<file path="src/rtl/byteAluPkg.sv">
package byteAluPkg;

  localparam int FLG_W  = 5;
  localparam int FLG_C  = 0;
  localparam int FLG_DC = 1;
  localparam int FLG_Z  = 2;
  localparam int FLG_OV = 3;
  localparam int FLG_N  = 4;

  localparam logic [FLG_W-1:0] MASK_ALL  = 5'b11111;
  localparam logic [FLG_W-1:0] MASK_ZN   = 5'b10100;
  localparam logic [FLG_W-1:0] MASK_CZN  = 5'b10101;
  localparam logic [FLG_W-1:0] MASK_Z    = 5'b00100;
  localparam logic [FLG_W-1:0] MASK_NONE = 5'b00000;

  localparam int OPC_W = 7;  // operation code plus destination bit

  typedef enum logic [3:0] {
    RS_ADDER, RS_AND, RS_OR, RS_XOR, RS_COM, RS_MOV,
    RS_RLC, RS_RLN, RS_RRC, RS_RRN, RS_SWAP, RS_CLR, RS_SET, RS_NONE
  } resSel_e;

  typedef enum logic [1:0] { OA_W, OA_F, OA_ZERO } opA_e;
  typedef enum logic [2:0] { OB_F, OB_NOTW, OB_NOTF, OB_ZERO, OB_ONES } opB_e;
  typedef enum logic [1:0] { CI_ZERO, CI_ONE, CI_CARRY } cin_e;

  typedef struct packed {
    resSel_e          resSel;
    opA_e             opA;
    opB_e             opB;
    cin_e             cinSel;
    logic             toW;
    logic             toFile;
    logic [FLG_W-1:0] mask;
  } aluCtrl_t;

endpackage

</file>
<file path="src/rtl/baluDecode.sv">
module baluDecode
  import byteAluPkg::*;
(
  input  logic [OPC_W-1:0] opField,
  output aluCtrl_t         ctrl
);

  logic [OPC_W-2:0] opc;
  logic             dBit;
  logic             useD;

  assign opc  = opField[OPC_W-1:1];
  assign dBit = opField[0];

  always_comb begin
    ctrl = '{resSel: RS_NONE, opA: OA_W, opB: OB_F, cinSel: CI_ZERO,
             toW: 1'b0, toFile: 1'b0, mask: MASK_NONE};
    useD = 1'b0;
    case (opc)
      6'b001001: begin
        ctrl.resSel = RS_ADDER; ctrl.mask = MASK_ALL; useD = 1'b1;
      end
      6'b001000: begin
        ctrl.resSel = RS_ADDER; ctrl.cinSel = CI_CARRY;
        ctrl.mask = MASK_ALL; useD = 1'b1;
      end
      6'b010111: begin
        ctrl.resSel = RS_ADDER; ctrl.opA = OA_F; ctrl.opB = OB_NOTW;
        ctrl.cinSel = CI_ONE; ctrl.mask = MASK_ALL; useD = 1'b1;
      end
      6'b010110: begin
        ctrl.resSel = RS_ADDER; ctrl.opA = OA_F; ctrl.opB = OB_NOTW;
        ctrl.cinSel = CI_CARRY; ctrl.mask = MASK_ALL; useD = 1'b1;
      end
      6'b010101: begin
        ctrl.resSel = RS_ADDER; ctrl.opA = OA_W; ctrl.opB = OB_NOTF;
        ctrl.cinSel = CI_CARRY; ctrl.mask = MASK_ALL; useD = 1'b1;
      end
      6'b001010: begin
        ctrl.resSel = RS_ADDER; ctrl.opA = OA_F; ctrl.opB = OB_ZERO;
        ctrl.cinSel = CI_ONE; ctrl.mask = MASK_ALL; useD = 1'b1;
      end
      6'b000001: begin
        ctrl.resSel = RS_ADDER; ctrl.opA = OA_F; ctrl.opB = OB_ONES;
        ctrl.mask = MASK_ALL; useD = 1'b1;
      end
      6'b000101: begin ctrl.resSel = RS_AND;  ctrl.mask = MASK_ZN;  useD = 1'b1; end
      6'b000100: begin ctrl.resSel = RS_OR;   ctrl.mask = MASK_ZN;  useD = 1'b1; end
      6'b000110: begin ctrl.resSel = RS_XOR;  ctrl.mask = MASK_ZN;  useD = 1'b1; end
      6'b000111: begin ctrl.resSel = RS_COM;  ctrl.mask = MASK_ZN;  useD = 1'b1; end
      6'b010100: begin ctrl.resSel = RS_MOV;  ctrl.mask = MASK_ZN;  useD = 1'b1; end
      6'b001101: begin ctrl.resSel = RS_RLC;  ctrl.mask = MASK_CZN; useD = 1'b1; end
      6'b010001: begin ctrl.resSel = RS_RLN;  ctrl.mask = MASK_ZN;  useD = 1'b1; end
      6'b001100: begin ctrl.resSel = RS_RRC;  ctrl.mask = MASK_CZN; useD = 1'b1; end
      6'b010000: begin ctrl.resSel = RS_RRN;  ctrl.mask = MASK_ZN;  useD = 1'b1; end
      6'b001110: begin ctrl.resSel = RS_SWAP; ctrl.mask = MASK_NONE; useD = 1'b1; end
      6'b011010: begin
        ctrl.toFile = 1'b1;
        if (dBit) begin
          ctrl.resSel = RS_CLR; ctrl.mask = MASK_Z;
        end else begin
          ctrl.resSel = RS_SET; ctrl.mask = MASK_NONE;
        end
      end
      6'b011011: begin
        if (!dBit) begin
          ctrl.resSel = RS_ADDER; ctrl.opA = OA_ZERO; ctrl.opB = OB_NOTF;
          ctrl.cinSel = CI_ONE; ctrl.mask = MASK_ALL; ctrl.toFile = 1'b1;
        end
      end
      default: ;
    endcase
    if (useD) begin
      ctrl.toW    = !dBit;
      ctrl.toFile = dBit;
    end
  end

endmodule

</file>
<file path="src/rtl/baluAdder.sv">
module baluAdder #(
  parameter int DATA_W = 8
) (
  input  logic [DATA_W-1:0] a,
  input  logic [DATA_W-1:0] b,
  input  logic              cin,
  output logic [DATA_W-1:0] sum,
  output logic              cOut,
  output logic              hCarry,
  output logic              ovf
);

  localparam int HALF_W = DATA_W / 2;
  localparam int HIGH_W = DATA_W - HALF_W;
  localparam int MSB    = DATA_W - 1;

  logic [HALF_W:0] lowSum;
  logic [HIGH_W:0] highSum;

  assign lowSum  = {1'b0, a[HALF_W-1:0]} + {1'b0, b[HALF_W-1:0]}
                 + {{HALF_W{1'b0}}, cin};
  assign highSum = {1'b0, a[MSB:HALF_W]} + {1'b0, b[MSB:HALF_W]}
                 + {{HIGH_W{1'b0}}, lowSum[HALF_W]};

  assign sum    = {highSum[HIGH_W-1:0], lowSum[HALF_W-1:0]};
  assign cOut   = highSum[HIGH_W];
  assign hCarry = lowSum[HALF_W];
  assign ovf    = (a[MSB] == b[MSB]) && (sum[MSB] != a[MSB]);

endmodule

</file>
<file path="src/rtl/baluDatapath.sv">
module baluDatapath
  import byteAluPkg::*;
#(
  parameter int DATA_W = 8
) (
  input  aluCtrl_t          ctrl,
  input  logic [DATA_W-1:0] wReg,
  input  logic [DATA_W-1:0] fOpd,
  input  logic              carryIn,
  output logic [DATA_W-1:0] result,
  output logic [FLG_W-1:0]  flags
);

  localparam int MSB    = DATA_W - 1;
  localparam int HALF_W = DATA_W / 2;

  logic [DATA_W-1:0] opA, opB, sum;
  logic              cin, cOut, hCarry, ovf;
  logic              carryFlag;
  logic [FLG_W-1:0]  rawFlags;

  always_comb begin
    case (ctrl.opA)
      OA_W:    opA = wReg;
      OA_F:    opA = fOpd;
      default: opA = '0;
    endcase
    case (ctrl.opB)
      OB_F:    opB = fOpd;
      OB_NOTW: opB = ~wReg;
      OB_NOTF: opB = ~fOpd;
      OB_ONES: opB = '1;
      default: opB = '0;
    endcase
    case (ctrl.cinSel)
      CI_ONE:   cin = 1'b1;
      CI_CARRY: cin = carryIn;
      default:  cin = 1'b0;
    endcase
  end

  baluAdder #(.DATA_W(DATA_W)) adder_i (
    .a(opA), .b(opB), .cin(cin),
    .sum(sum), .cOut(cOut), .hCarry(hCarry), .ovf(ovf)
  );

  always_comb begin
    case (ctrl.resSel)
      RS_ADDER: result = sum;
      RS_AND:   result = wReg & fOpd;
      RS_OR:    result = wReg | fOpd;
      RS_XOR:   result = wReg ^ fOpd;
      RS_COM:   result = ~fOpd;
      RS_MOV:   result = fOpd;
      RS_RLC:   result = {fOpd[MSB-1:0], carryIn};
      RS_RLN:   result = {fOpd[MSB-1:0], fOpd[MSB]};
      RS_RRC:   result = {carryIn, fOpd[MSB:1]};
      RS_RRN:   result = {fOpd[0], fOpd[MSB:1]};
      RS_SWAP:  result = {fOpd[HALF_W-1:0], fOpd[MSB:HALF_W]};
      RS_SET:   result = '1;
      default:  result = '0;
    endcase
  end

  always_comb begin
    case (ctrl.resSel)
      RS_RLC:  carryFlag = fOpd[MSB];
      RS_RRC:  carryFlag = fOpd[0];
      default: carryFlag = cOut;
    endcase
    rawFlags          = '0;
    rawFlags[FLG_C]   = carryFlag;
    rawFlags[FLG_DC]  = hCarry;
    rawFlags[FLG_Z]   = (result == '0);
    rawFlags[FLG_OV]  = ovf;
    rawFlags[FLG_N]   = result[MSB];
    flags             = rawFlags & ctrl.mask;
  end

endmodule

</file>
<file path="src/rtl/byteAlu.sv">
module byteAlu
  import byteAluPkg::*;
#(
  parameter int INSTR_W = 16,
  parameter int DATA_W  = 8
) (
  input  logic               clk,
  input  logic               rst,
  input  logic               instrValid,
  input  logic [INSTR_W-1:0] instr,
  input  logic [DATA_W-1:0]  wReg,
  input  logic [DATA_W-1:0]  fOpd,
  input  logic               carryIn,
  output logic               resValid,
  output logic [DATA_W-1:0]  resByte,
  output logic               wrW,
  output logic               wrFile,
  output logic [FLG_W-1:0]   flagNext,
  output logic [FLG_W-1:0]   flagMask
);

  localparam int OP_LO = INSTR_W - OPC_W;

  aluCtrl_t          ctrl;
  logic [DATA_W-1:0] aluResult;
  logic [FLG_W-1:0]  aluFlags;
  logic              unusedInstr;

  assign unusedInstr = ^instr[OP_LO-1:0];

  baluDecode decode_i (
    .opField(instr[INSTR_W-1:OP_LO]),
    .ctrl(ctrl)
  );

  baluDatapath #(.DATA_W(DATA_W)) dpath_i (
    .ctrl(ctrl), .wReg(wReg), .fOpd(fOpd), .carryIn(carryIn),
    .result(aluResult), .flags(aluFlags)
  );

  always_ff @(posedge clk) begin
    if (rst) begin
      resValid <= 1'b0;
      resByte  <= '0;
      wrW      <= 1'b0;
      wrFile   <= 1'b0;
      flagNext <= '0;
      flagMask <= '0;
    end else begin
      resValid <= instrValid;
      wrW      <= instrValid && ctrl.toW;
      wrFile   <= instrValid && ctrl.toFile;
      if (instrValid) begin
        resByte  <= aluResult;
        flagNext <= aluFlags;
        flagMask <= ctrl.mask;
      end
    end
  end

endmodule

</file>
<file path="config.mk">
export PLATFORM = sky130hd
export DESIGN_NAME = byteAlu
export DESIGN_NICKNAME = d
export VERILOG_FILES = /design/src/rtl/byteAluPkg.sv /design/src/rtl/baluDecode.sv /design/src/rtl/baluAdder.sv /design/src/rtl/baluDatapath.sv /design/src/rtl/byteAlu.sv
export SDC_FILE = /design/constraint.sdc
export NUM_CORES = 1
export LEC_CHECK = 0
export ABC_AREA = 1
export ABC_CLOCK_PERIOD_IN_PS = 3900
export BUFFER_PORTS_ARGS = -buffer_cell sky130_fd_sc_hd__buf_2
export CORE_ASPECT_RATIO = 1.4
export CORE_MARGIN = 4
export CORE_UTILIZATION = 45
export DETAILED_ROUTE_END_ITERATION = 6
export PLACE_DENSITY = 0.71
export SLEW_MARGIN = 20
export SYNTH_ARGS = -nofsm -noshare
export SYNTH_HDL_FRONTEND = slang
export SYNTH_SLANG_ARGS = --single-unit
</file>
<file path="constraint.sdc">
create_clock -name clk -period 3.9 [get_ports clk]
set_input_delay 0.78 -clock clk [delete_from_list [all_inputs] [get_ports clk]]
set_output_delay 0.78 -clock clk [all_outputs]
set_load 0.005 [all_outputs]
</file>
# Yosys cells after proc, flatten, opt, wreduce, memory -nomap -nowiden
# Cells that the tools add are included.
# word_totals
regBits	21
output_inout_bits	21
word_cells	85
# op_classes
add_sub_neg	4
eq_ne	38
muxes	16
bitwise	6
reduce_logical	15
# ops
operator	n
8-bit one-hot mux with 12 select lines	1
4-bit one-hot mux with 13 select lines	1
5-bit one-hot mux with 5 select lines	2
6-bit by 5-bit == test with 1-bit output (second input constant)	8
6-bit by 4-bit == test with 1-bit output (second input constant)	6
8-bit one-hot mux with 4 select lines	1
6-bit by 3-bit == test with 1-bit output (second input constant)	4
17-bit OR reduction	1
4-bit by 3-bit == test with 1-bit output (second input constant)	4
4-bit == test (second input constant)	4
8-bit inverter	2
8-bit one-hot mux with 2 select lines	1
7-bit OR reduction	2
11-bit two-way mux	1
4-bit by 4-bit adder with 5-bit output	2
5-bit by 1-bit adder with 5-bit output	2
8-bit bitwise AND	1
4-bit by 2-bit == test with 1-bit output (second input constant)	2
8-bit logical NOT	1
8-bit bitwise OR	1
8-bit XOR	1
6-bit by 1-bit == test with 1-bit output (second input constant)	1
3-bit two-way mux	2
6-bit two-way mux	1
other kinds (20)	27

# Depth between registers and ports, before layout
# depth
ltp_word	11
mapped_depth	26
depth_no_buf	26

# Modules after synthesis
# A second synthesis with hierarchy kept.
# hier_totals
hier_cells	538
area_unflattened_um2	2932.8
# modules_own_cells
module	n_inst	cells_per_inst	area_per_inst_um2	seq_area_each_um2
baluDatapath	1	269	1328.8	0.0
byteAlu	1	123	820.8	420.4
baluDecode	1	91	432.9	0.0
baluAdder	1	55	350.3	0.0

# Least setup slack after synthesis
# No wires, ideal clock.
# synth_path
path_kind	in2reg
start	input port instr[11]
end	register flagNext[2]
setup_ns	0.067
t_arrival_ns	4.160
required_time_ns	3.833
path_slack_ns	-0.328
stages	23
n_path_buf	1
cell_sequence	buf_4 nor2_2 nand3_2 inv_2 nor2_4 nand2_1 o21ai_0 a221oi_1 fa_1 inv_1 fa_1 nand3_1 nand2_1 fa_1 inv_1 fa_1 inv_1 or2_2 nand3_1 nand4_1 nor2_1 nand3_1 a21oi_2
# synth_via
elab_chain_cells	11
elab_cells_between_ends	59
# synth_rtl
item	line	rtl
start, declared	byteAlu.sv:10	input logic [INSTR_W-1:0] instr,
6-bit by 5-bit == test with 1-bit output	baluDecode.sv:19	case (opc)
2-bit OR reduction (no source line)	--	
5-bit one-hot mux with 5 select lines	baluDecode.sv:19	
3-bit == test, or another cell as far along	baluDatapath.sv:28	case (ctrl.opB)
8-bit one-hot mux with 4 select lines / 8-bit one-hot mux with 2 select lines (equally long branches)	baluDatapath.sv:28, baluDatapath.sv:23	
4-bit by 4-bit adder with 5-bit output	baluAdder.sv:20	assign lowSum = {1'b0, a[HALF_W-1:0]} + {1'b0, b[HALF_W-1:0]}
5-bit by 1-bit adder with 5-bit output	baluAdder.sv:21	+ {{HALF_W{1'b0}}, cin};
5-bit by 1-bit adder with 5-bit output	baluAdder.sv:23	+ {{HIGH_W{1'b0}}, lowSum[HALF_W]};
8-bit one-hot mux with 12 select lines	baluDatapath.sv:48	case (ctrl.resSel)
8-bit logical NOT	baluDatapath.sv:74	rawFlags[FLG_Z] = (result == '0);
5-bit bitwise AND *	baluDatapath.sv:77	flags = rawFlags & ctrl.mask;
end signal, assigned	byteAlu.sv:55	flagNext <= aluFlags;
end, declared	byteAlu.sv:18	output logic [FLG_W-1:0] flagNext,
# Every way passes the cells marked *; elsewhere a longest branch is shown, timed or not.
# A chain may end at the register's enable or synchronous reset.

# Worst setup path in the final report
# layout_path
start	input port instr[14]
end	register flagNext[2]
# Same word-level chain as after synthesis.

==> flow_summary.json <==
{
  "status": "finished, final reports clean",
  "core-area_sq_um": 5200,
  "path_delay_family": "simple AND/OR/NAND/NOR gates",
  "p_total_uw": 754,
  "wl_per_cell_um": 15.3,
  "synth_cells": 376,
  "switchingPower_uw": 255,
  "ys_seq_elements": 20,
  "max_freq_mhz": 258,
  "path_clk_slew_ns": 0.08,
  "ff_latch_area_sq_um": 400,
  "startpoint_type": "input port",
  "power_density_nw_per_um2": 215,
  "placementRows": 31,
  "pwr-share-clk": 0.274,
  "path_common_cell": "buf_4",
  "clockBufferDepth": 2,
  "vdd_ir_drop_max_v": 0.000185,
  "grt_max_degree": 23,
  "slew_viol_final": 0,
  "drive_above_1_share": 0.384,
  "rsz0062_at_grt": "yes",
  "vias_per_cell": 5.61,
  "path_buf_inv": 8,
  "hold_buffers": 0,
  "min_path_type": "flop to flop",
  "gp_congestion": 0.876,
  "yosys_warnings": 0,
  "synth_area_per_cell_sq_um": 6.42,
  "post-route-util": 0.674,
  "io_buffers": 47,
  "ys_types": 35,
  "dp_hpwl_um": 5730,
  "r2r_cells": 2,
  "max-cap-violations": 0,
  "start_util": 0.464,
  "drt-total-wl_um": 8480,
  "grt-ovfl-total": 0,
  "grt_antenna_before_repair": 0,
  "antenna_left": 0,
  "crit_type": "input port to flop",
  "cts_root_buf": "clkbuf_8",
  "final-hold-violation-count": 0,
  "worstMarginPinSlew_ns": 0.625,
  "setup_slack_ns": 0.0267,
  "chipWidth_um": 69.9,
  "fillCellCount": 442,
  "drcViolationCount": 0,
  "cp_max_fo": 7,
  "cts.sinks": 20,
  "hold_path_depth": 2,
  "multiInputGateArea_sq_um": 1960,
  "relSlewSlack": 0.580,
  "pwr-share-comb": 0.436,
  "period_minus_slack_ns": 3.87,
  "setup_tns_ns": 0,
  "slowest_stage": "fa_2",
  "fin_crit_sh": 0.993,
  "end_kind": "flop",
  "drtPass1Iterations": 5,
  "dieArea_sq_um": 6620,
  "top_layer_used": "met4",
  "cts_tree": "built",
  "dr_wl_met3_um": 599,
  "ys_seq_area_frac": 0.166,
  "via_count": 3101,
  "leakage_uw": 0.00185,
  "instances_no_fill": 553,
  "cp.depth": 23,
  "first_global_vias": 3009,
  "intPower_uw": 499,
  "nets": 552,
  "syn-num-nets": 440,
  "io_pins": 57,
  "crit_required_ns": 4.11,
  "dp_worst_setup_slack_ns": -0.396,
  "drt_iter0_drc": 305,
  "insertion_delay_ns": 0.26,
  "setup_viol": 0,
  "grt_use_total": 0.244,
  "dpl.cell_count": 520,
  "route.met2.wl_um": 4220,
  "cts_max_level": 1,
  "die_h_um": 94.7,
  "insertedDiodeCount": 0,
  "slowest_delay_ns": 0.37,
  "sequentialPowerShare": 0.290,
  "wl_met1_um": 3180,
  "finClkSkew_ns": 0,
  "grt_pass1_wl_um": 13200,
  "cts_buffers": 3,
  "worstPathCellList": "buf_4, inv_2, nor2_2, nand4_1, buf_4, buf_4, buf_4, nand2_4, buf_4, o22ai_1, ha_1, a21oi_1, nand2_2, fa_2, inv_2, fa_2, inv_2, or2_4, nand3_2, nand4_1, nor2_1, nand3_1, a21oi_2",
  "swShare": 0.338,
  "worstPathArrival_ns": 4.08,
  "netlist_area_sq_um": 2410,
  "syn2layout_area_growth_pct": 45.2
}
[per-stage QoR]
step | area (sq um) | hold slack [ns]
after floorplan | 2450 | 0.462
after detailed placement | 3000 | 0.454
final | 3500 | 0.462
after global routing | 3500 | 0.497
after global placement | 3000 | 0.449
after CTS | 3390 | 0.466
[final timing paths]
path                from           to  slack, ns
max            instr[14]  flagNext[2]       0.03
min          flagNext[3]  flagNext[3]       0.46
max reg2reg   resByte[5]   resByte[5]       3.22
min reg2reg  flagNext[3]  flagNext[3]       0.46
[cell families (layout without fill, tap and decap cells)]
group	after synthesis	in the layout	synth area share
and+or+nand+nor	182	182	0.364
adders and majority gates	28	28	0.158
DFF	20	20	0.166
AOI/OAI and AO/OA	87	87	0.205
buffers and inverters	55	166	0.0933
xor gates and xnor gates	4	4	0.0145
[cells in the final DEF (no fill, tap or decap), types with 3 or more instances in the layout]
| cell type | n |
|---|---|
| buf_6 | 4 |
| a21oi_1 | 38 |
| o211ai_1 | 7 |
| dfxtp_1 | 20 |
| nor2_1 | 29 |
| o21ai_0 | 22 |
| nand3_1 | 15 |
| inv_2 | 10 |
| o22ai_1 | 8 |
| xor2_1 | 4 |
| nor2_4 | 8 |
| fa_2 | 4 |
| nor3_2 | 3 |
| inv_1 | 35 |
| nand2_2 | 10 |
| nand2_4 | 5 |
| buf_2 | 41 |
| nand4_1 | 4 |
| buf_4 | 66 |
| a21oi_2 | 3 |
| ha_1 | 23 |
| nor2_2 | 5 |
| nand2_1 | 85 |
| nor3_1 | 4 |
| nand3_4 | 3 |
| clkbuf_8 | 3 |
| nand3_2 | 7 |
[repair_timing]
action | 4_1_cts | 5_1_grt
buffers inserted | 24 | 5
endpoints found under the hold margin | 0 | 0
pin swaps | 23 | 16
endpoints found under the setup margin | 5 | 9
resized for setup | 39 | 19
[tightest hold or removal path, cell delays in order, from the launching register on]
cell and delay, ns:
dfxtp_1 0.31, nand2_1 0.06, a21oi_1 0.05
[Yosys cell counts]
| master | number | area share |
|---|---|---|
| nand2_1 | 90 | 0.14 |
| inv_1 | 43 | 0.067 |
| a21oi_1 | 40 | 0.083 |
| nor2_1 | 32 | 0.050 |
| ha_1 | 24 | 0.12 |
| o21ai_0 | 23 | 0.048 |
| dfxtp_1 | 20 | 0.17 |
| nand3_1 | 20 | 0.041 |
| o22ai_1 | 9 | 0.023 |
| nor2_2 | 7 | 0.018 |
| o211ai_1 | 7 | 0.022 |
| nand2_2 | 6 | 0.016 |
| inv_2 | 5 | 0.0078 |
| nand3_2 | 5 | 0.021 |
| nor3_1 | 5 | 0.010 |
| clkbuf_1 | 4 | 0.0062 |
| fa_1 | 4 | 0.033 |
| nand2_4 | 4 | 0.019 |
| nand4_1 | 4 | 0.010 |
| xor2_1 | 4 | 0.015 |
| nor2_4 | 3 | 0.014 |
| buf_4 | 2 | 0.0062 |
| nor3_2 | 2 | 0.0083 |
| o221ai_1 | 2 | 0.0073 |
| a21oi_2 | 1 | 0.0036 |
| a221oi_1 | 1 | 0.0036 |
| a31oi_1 | 1 | 0.0026 |
| and3_1 | 1 | 0.0026 |
| buf_8 | 1 | 0.0062 |
| nor4_1 | 1 | 0.0026 |
| nor4_4 | 1 | 0.0088 |
| o21bai_1 | 1 | 0.0031 |
| o22ai_2 | 1 | 0.0052 |
| o2bb2ai_1 | 1 | 0.0036 |
| or2_2 | 1 | 0.0026 |
[sequential cells by signal, summed over array words and instances, names as in the netlist]
name      count
wrW           1
flagNext      5
flagMask      4
resValid      1
resByte       8
wrFile        1
[power by group through the flow]
| stage | Clock, uW | Combinational, uW | Sequential, uW |
|---|---|---|---|
| 2_1_floorplan | 0 | 159 | 225 |
| 3_3_place_gp | 0 | 259 | 223 |
| 3_5_place_dp | 0 | 267 | 223 |
| 4_1_cts | 206 | 305 | 219 |
| 5_1_grt | 215 | 363 | 220 |
| 6_report | 207 | 329 | 219 |
[cell type report]
class / count / share of cell area
multi-input combinational: 301 / 0.561
timing repair buffer: 114 / 0.227
sequential: 20 / 0.114
inverter: 48 / 0.0543
tap: 66 / 0.0236
clock buffer: 3 / 0.0118
clock inverter: 1 / 0.00857
[metal layers]
layer  global-route usage  vias to the layer above
met1                0.268                     1396
met5                    0                        -
met2                0.442                      175
met4                0.150                        0
met3               0.0298                       55
li1                     -                     1475
(Power assumes the default switching activity.)
